[config.mk]
export PLATFORM = sky130hd
export DESIGN_NAME = vga_raster_gen
export DESIGN_NICKNAME = d
export VERILOG_FILES = /design/src/rtl/vga_tim_pkg.sv /design/src/rtl/vga_span_counter.sv /design/src/rtl/vga_axis_decode.sv /design/src/rtl/vga_pixel_gate.sv /design/src/rtl/vga_raster_gen.sv
export SDC_FILE = /design/constraint.sdc
export NUM_CORES = 1
export LEC_CHECK = 0
export ABC_AREA = 1
export BUFFER_PORTS_ARGS = -buffer_cell sky130_fd_sc_hd__buf_2
export CAP_MARGIN = 20
export CELL_PAD_IN_SITES_DETAIL_PLACEMENT = 0
export CELL_PAD_IN_SITES_GLOBAL_PLACEMENT = 1
export CORE_AREA = 2 2 48 94
export DETAILED_ROUTE_END_ITERATION = 8
export DIE_AREA = 0 0 50 96
export HOLD_SLACK_MARGIN = 0.12
export PLACE_DENSITY = 0.88
export SETUP_SLACK_MARGIN = 0.02
export SKIP_LAST_GASP = 1
export SYNTH_ARGS = -nofsm -noshare
export SYNTH_HDL_FRONTEND = slang
export SYNTH_SLANG_ARGS = --single-unit
[constraint.sdc]
create_clock -name clk -period 3.1 [get_ports clk]
set_clock_uncertainty 0.2 [all_clocks]
set_input_delay 0.155 -clock clk [delete_from_list [all_inputs] [get_ports clk]]
set_output_delay 0.155 -clock clk [all_outputs]
set_load 0.02 [all_outputs]
[src/rtl/vga_tim_pkg.sv]
`timescale 1ns/1ps
package vga_tim_pkg;

  // Colour word: red in the top three bits, green in the middle three, blue in the bottom two
  typedef struct packed {
    logic [2:0] red;
    logic [2:0] grn;
    logic [1:0] blu;
  } rgb332_t;

  // True when v lies in the half-open span [lo, lo+len)
  function automatic logic in_span(input int v, input int lo, input int len);
    return (v >= lo) && (v < lo + len);
  endfunction

  // Counter width needed to hold values 0 .. total-1
  function automatic int span_width(input int total);
    return (total <= 2) ? 1 : $clog2(total);
  endfunction

endpackage

[src/rtl/vga_span_counter.sv]
`timescale 1ns/1ps
module vga_span_counter #(
  parameter int TOTAL = 800,
  parameter int W     = 10
) (
  input  logic         clk,
  input  logic         rst,
  input  logic         adv,
  output logic [W-1:0] count,
  output logic         at_end
);

  localparam logic [W-1:0] LAST = W'(TOTAL - 1);

  assign at_end = (count == LAST);

  always_ff @(posedge clk) begin
    if (rst)
      count <= '0;
    else if (adv)
      count <= at_end ? '0 : count + 1'b1;
  end

  // an advance at the final value wraps back to zero
  p_span_wrap_r1: assert property (@(posedge clk) disable iff (rst)
    (adv && at_end) |=> (count == '0));

  // an advance below the final value steps by one
  p_span_step_r1: assert property (@(posedge clk) disable iff (rst)
    (adv && !at_end) |=> (count == W'($past(count) + 1'b1)));

  // with no advance the count holds
  p_span_hold_r3: assert property (@(posedge clk) disable iff (rst)
    !adv |=> $stable(count));

endmodule

[src/rtl/vga_axis_decode.sv]
`timescale 1ns/1ps
module vga_axis_decode
  import vga_tim_pkg::*;
#(
  parameter int VIS  = 640,
  parameter int FP   = 16,
  parameter int SYNC = 96,
  parameter int W    = 10
) (
  input  logic [W-1:0] count,
  output logic         visible,
  output logic         sync_n
);

  localparam int SYNC_LO = VIS + FP;

  always_comb begin
    visible = in_span(int'(count), 0, VIS);
    sync_n  = !in_span(int'(count), SYNC_LO, SYNC);
  end

endmodule

[src/rtl/vga_pixel_gate.sv]
`timescale 1ns/1ps
module vga_pixel_gate
  import vga_tim_pkg::*;
#(
  parameter int CW = 10,
  parameter int RW = 10
) (
  input  logic          video_on,
  input  logic [CW-1:0] h_cnt,
  input  logic [RW-1:0] v_cnt,
  input  logic [7:0]    pix_in,
  output logic [CW-1:0] col,
  output logic [RW-1:0] row,
  output logic [7:0]    rgb_out
);

  rgb332_t pix_s;
  rgb332_t out_s;

  always_comb begin
    pix_s = rgb332_t'(pix_in);
    out_s = video_on ? pix_s : '0;
    col   = video_on ? h_cnt : '0;
    row   = video_on ? v_cnt : '0;
  end

  assign rgb_out = out_s;

endmodule

[src/rtl/vga_raster_gen.sv]
`timescale 1ns/1ps
module vga_raster_gen
  import vga_tim_pkg::*;
#(
  parameter int H_VIS  = 640,
  parameter int H_FP   = 16,
  parameter int H_SYNC = 96,
  parameter int H_BP   = 48,
  parameter int V_VIS  = 480,
  parameter int V_FP   = 10,
  parameter int V_SYNC = 2,
  parameter int V_BP   = 29,
  localparam int H_TOTAL = H_VIS + H_FP + H_SYNC + H_BP,
  localparam int V_TOTAL = V_VIS + V_FP + V_SYNC + V_BP,
  localparam int CW      = span_width(H_TOTAL),
  localparam int RW      = span_width(V_TOTAL)
) (
  input  logic          clk,
  input  logic          rst,
  input  logic [7:0]    pix_in,
  output logic          hsync_n,
  output logic          vsync_n,
  output logic          video_on,
  output logic [CW-1:0] col,
  output logic [RW-1:0] row,
  output logic [7:0]    rgb_out
);

  logic [CW-1:0] h_cnt;
  logic [RW-1:0] v_cnt;
  logic          h_end;
  logic          v_end;
  logic          h_vis;
  logic          v_vis;
  logic          v_sync_n;
  logic          h_sync_n;

  // Column counter: advances every pixel clock
  vga_span_counter #(.TOTAL(H_TOTAL), .W(CW)) u_hcnt (
    .clk   (clk),
    .rst   (rst),
    .adv   (1'b1),
    .count (h_cnt),
    .at_end(h_end)
  );

  // Row counter: advances when a line completes
  vga_span_counter #(.TOTAL(V_TOTAL), .W(RW)) u_vcnt (
    .clk   (clk),
    .rst   (rst),
    .adv   (h_end),
    .count (v_cnt),
    .at_end(v_end)
  );

  vga_axis_decode #(.VIS(H_VIS), .FP(H_FP), .SYNC(H_SYNC), .W(CW)) u_hdec (
    .count  (h_cnt),
    .visible(h_vis),
    .sync_n (h_sync_n)
  );

  vga_axis_decode #(.VIS(V_VIS), .FP(V_FP), .SYNC(V_SYNC), .W(RW)) u_vdec (
    .count  (v_cnt),
    .visible(v_vis),
    .sync_n (v_sync_n)
  );

  assign video_on = h_vis && v_vis;
  assign hsync_n  = h_sync_n;
  assign vsync_n  = v_sync_n;

  vga_pixel_gate #(.CW(CW), .RW(RW)) u_gate (
    .video_on(video_on),
    .h_cnt   (h_cnt),
    .v_cnt   (v_cnt),
    .pix_in  (pix_in),
    .col     (col),
    .row     (row),
    .rgb_out (rgb_out)
  );

  // the horizontal sync pulse begins right after the front porch
  p_hs_start_r2: assert property (@(posedge clk) disable iff (rst)
    $fell(hsync_n) |-> (h_cnt == CW'(H_VIS + H_FP)));

  // the row changes only on the cycle after a line end
  p_row_moves_on_line_end_r3: assert property (@(posedge clk) disable iff (rst)
    !h_end |=> $stable(v_cnt));

  // the whole frame wraps together after the last clock of the last line
  p_frame_wrap_r3: assert property (@(posedge clk) disable iff (rst)
    (h_end && v_end) |=> (v_cnt == '0 && h_cnt == '0));

  // no sync pulse ever overlaps visible video
  p_sync_blank_r5: assert property (@(posedge clk) disable iff (rst)
    (!hsync_n || !vsync_n) |-> !video_on);

  // outside the visible area colour and coordinates are zero
  p_blank_zero_r6: assert property (@(posedge clk) disable iff (rst)
    !video_on |-> (rgb_out == 8'h00 && col == '0 && row == '0));

  // inside the visible area colour passes through unchanged
  p_colour_pass_r6: assert property (@(posedge clk) disable iff (rst)
    video_on |-> (rgb_out == pix_in));

endmodule

==> impl_metrics.ini <==
[layout]
mostFrequentLayoutCell = nor2_1
nets = 284
antenna_cells = 0
nFillCells = 449
utilization = 0.402
layout_common_cells = nor2_1 (57), nand2_1 (52), buf_2 (39)
drive_above_1_share = 0.220
postLayoutCellArea_um2 = 1640
area_growth_syn_to_layout_pct = 19.3

[grt]
grt_overflow = 0
antenna_found_initial = 0
grt_max_degree = 27
grt_pass1_vias = 1373
grt_pass1_wl_mm = 5.73
grt_use_total = 0.152

[drt]
dr_wl_met2_mm = 1.86
ant_nets = 0
m1WireLength_mm = 1.30
drc = 0
routed_wl_mm = 3.37
drt-initial-drc-count = 17
routed-via-count = 1420
routedWlPerCell_um = 10.5
wl_met3_um = 85
top_layer_used = met4
drt_first_pass_iters = 4
via_per_inst = 4.44

[sta]
max_freq_mhz = 481
setup_tns_ns = 0
final_hold_viol_count = 0
whs_ns = 0.267
grt_setup_unrepaired = false
fin_crit_ns = 2.08
period_share = 0.670
setup_viol = 0
slew_viol_final = 0

[worst_setup_path]
critPathKind = reg2out
end_kind = primary output
r2r-start = u_hcnt.count[0]$_SDFF_PP0_
worstPathRequired_ns = 2.74
cpMaxStageDelayCell = dfxtp_1
reg2reg_slack_ns = 1.33
cp.arrival_ns = 1.72
worst-r2r-cell-count = 8
crit_chain = nand4_1, inv_1, nor2_4, inv_2, nor2_1, buf_2
timing.rr.end = u_vcnt.count[2]$_SDFFE_PP0N_
worstSetupStartpointType = flip-flop
critical-path-max-stage-delay_ns = 0.45
worstPathMaxFanout = 26

[cts]
clock_latency_ns = 0.25
h-tree-depth = 1
post_cts_buffers = 0
cts-root-buf = clkbuf_8
cts_buffer_depth = 2
cts_tree = yes
cts_buffers = 3
cts.sinks = 20
clkTransAtPathRegs_ns = 0.07

[yosys]
yosysWarnings = 0
synth_area_leader_cell = dfxtp_1
yosys-top-cells-area = dfxtp_1 (29%), nor2_1 (16%), nand2_1 (14%)
synthFlopType = dfxtp_1
avgSynthCellArea_um2 = 5.98
yosysTopAreaCellShare = 0.291
netlist_instances = 230
async_reset_ff_frac = 0
syn_area_um2 = 1380
synth.distinct_cells = 23
syn_nets = 244
ys_seq_area_frac = 0.291
ys_ff_latch = 20
synth_edf_count = 0

[min_path]
min_from = u_hcnt.count[0]$_SDFF_PP0_
hold_path_class = reg2reg
hold_depth = 1
min_to = u_hcnt.count[0]$_SDFF_PP0_

[power_and_ir_drop]
leakagePower_nw = 0.846
peakVddDrop_uv = 213
power.density_nw_per_um2 = 292

[placement]
io_buffers = 39
placed_area_um2 = 1590
dp_hpwl_mm = 2.76
gp_congestion = 0.812

[floorplanning]
start_util = 0.337
io_pins = 41
die_w_um = 50
die-height_um = 96
rows = 33
core_um2 = 4090
dieArea_um2 = 4800

[run]
maxCapViolCount = 0

[outcome]
status = complete, no violations
worst max-delay path: cells and delay by family (launching register included):
kind / cells / cell delay [ns]
buffers and inverters: 3 / 0.68
DFF: 1 / 0.45
and+or+nand+nor: 3 / 0.33
synthesized netlist by cell type (3+ instances only):
library cell / instances
nand2_2: 3
dfxtp_1: 20
nor2_1: 57
nor2_2: 4
ha_1: 4
a21oi_1: 6
nand2_1: 52
inv_2: 5
inv_1: 38
nor2_4: 4
buf_6: 3
o21ai_0: 3
nand4_1: 9
nand3_1: 11
xor2_1: 3
worst max-delay path by stage:
| stage | to | depth (start not counted) | start |
|---|---|---|---|
| 6_report | col[6] | 6 | u_vcnt.count[5]$_SDFFE_PP0N_ |
| 5_1_grt | row[4] | 6 | u_hcnt.count[7]$_SDFF_PP0_ |
| 4_1_cts | col[6] | 6 | u_vcnt.count[5]$_SDFFE_PP0N_ |
| 3_5_place_dp | col[9] | 6 | u_vcnt.count[5]$_SDFFE_PP0N_ |
| 3_3_place_gp | col[5] | 6 | u_hcnt.count[7]$_SDFF_PP0_ |
| 2_1_floorplan | col[0] | 7 | u_hcnt.count[7]$_SDFF_PP0_ |
sequential cells by signal, indices dropped and copies added (netlist names):
signal	flops
u_vcnt.count	10
u_hcnt.count	10
report_power, final:
part / switching (W) / internal (W) / leakage, nW / total (W)
sequential: 0.00000280 / 0.000260 / 0.162 / 0.000263
clock: 0.0000821 / 0.0000865 / 0.0216 / 0.000169
combinational: 0.0000293 / 0.0000181 / 0.663 / 0.0000474
final cells by class:
cell class | instances | area, um^2 | area share
multi-input cells | 161 | 764 | 0.466
flip-flops and latches | 20 | 400 | 0.244
repair buffers | 40 | 205 | 0.125
inverters | 44 | 165 | 0.101
well taps | 52 | 65.1 | 0.0396
clock buffers | 3 | 41.3 | 0.0252
what timing repair did:
| item | CTS | global route |
|---|---|---|
| gates resized for setup | 0 | 0 |
| hold endpoints to repair | 3 | 0 |
| hold buffers | 1 | 0 |
per-layer routing:
layer	vias to the layer above	track usage
li1	767	-
met1	610	0.151
met2	32	0.302
met3	11	0.00776
met4	0	0.0810
met5	-	0
through the flow:
step	power [W]	setup slack (ns)	cells
final	0.000479	1.02	320
after global routing	0.000494	0.839	320
after CTS	0.000487	0.965	320
after detailed placement	0.000316	1.25	316
after global placement	0.000316	1.27	316
after floorplan	0.000302	1.42	230
kinds of logic after synthesis:
kind of cell	after synthesis	share of synthesized area
xor+xnor	3	0.0191
simple gates	143	0.458
flops	20	0.291
other cells	1	0.00272
buf+inv	49	0.154
fa+ha+maj	4	0.0364
compound gates	10	0.0391
Power figures use the tool's default switching activity.
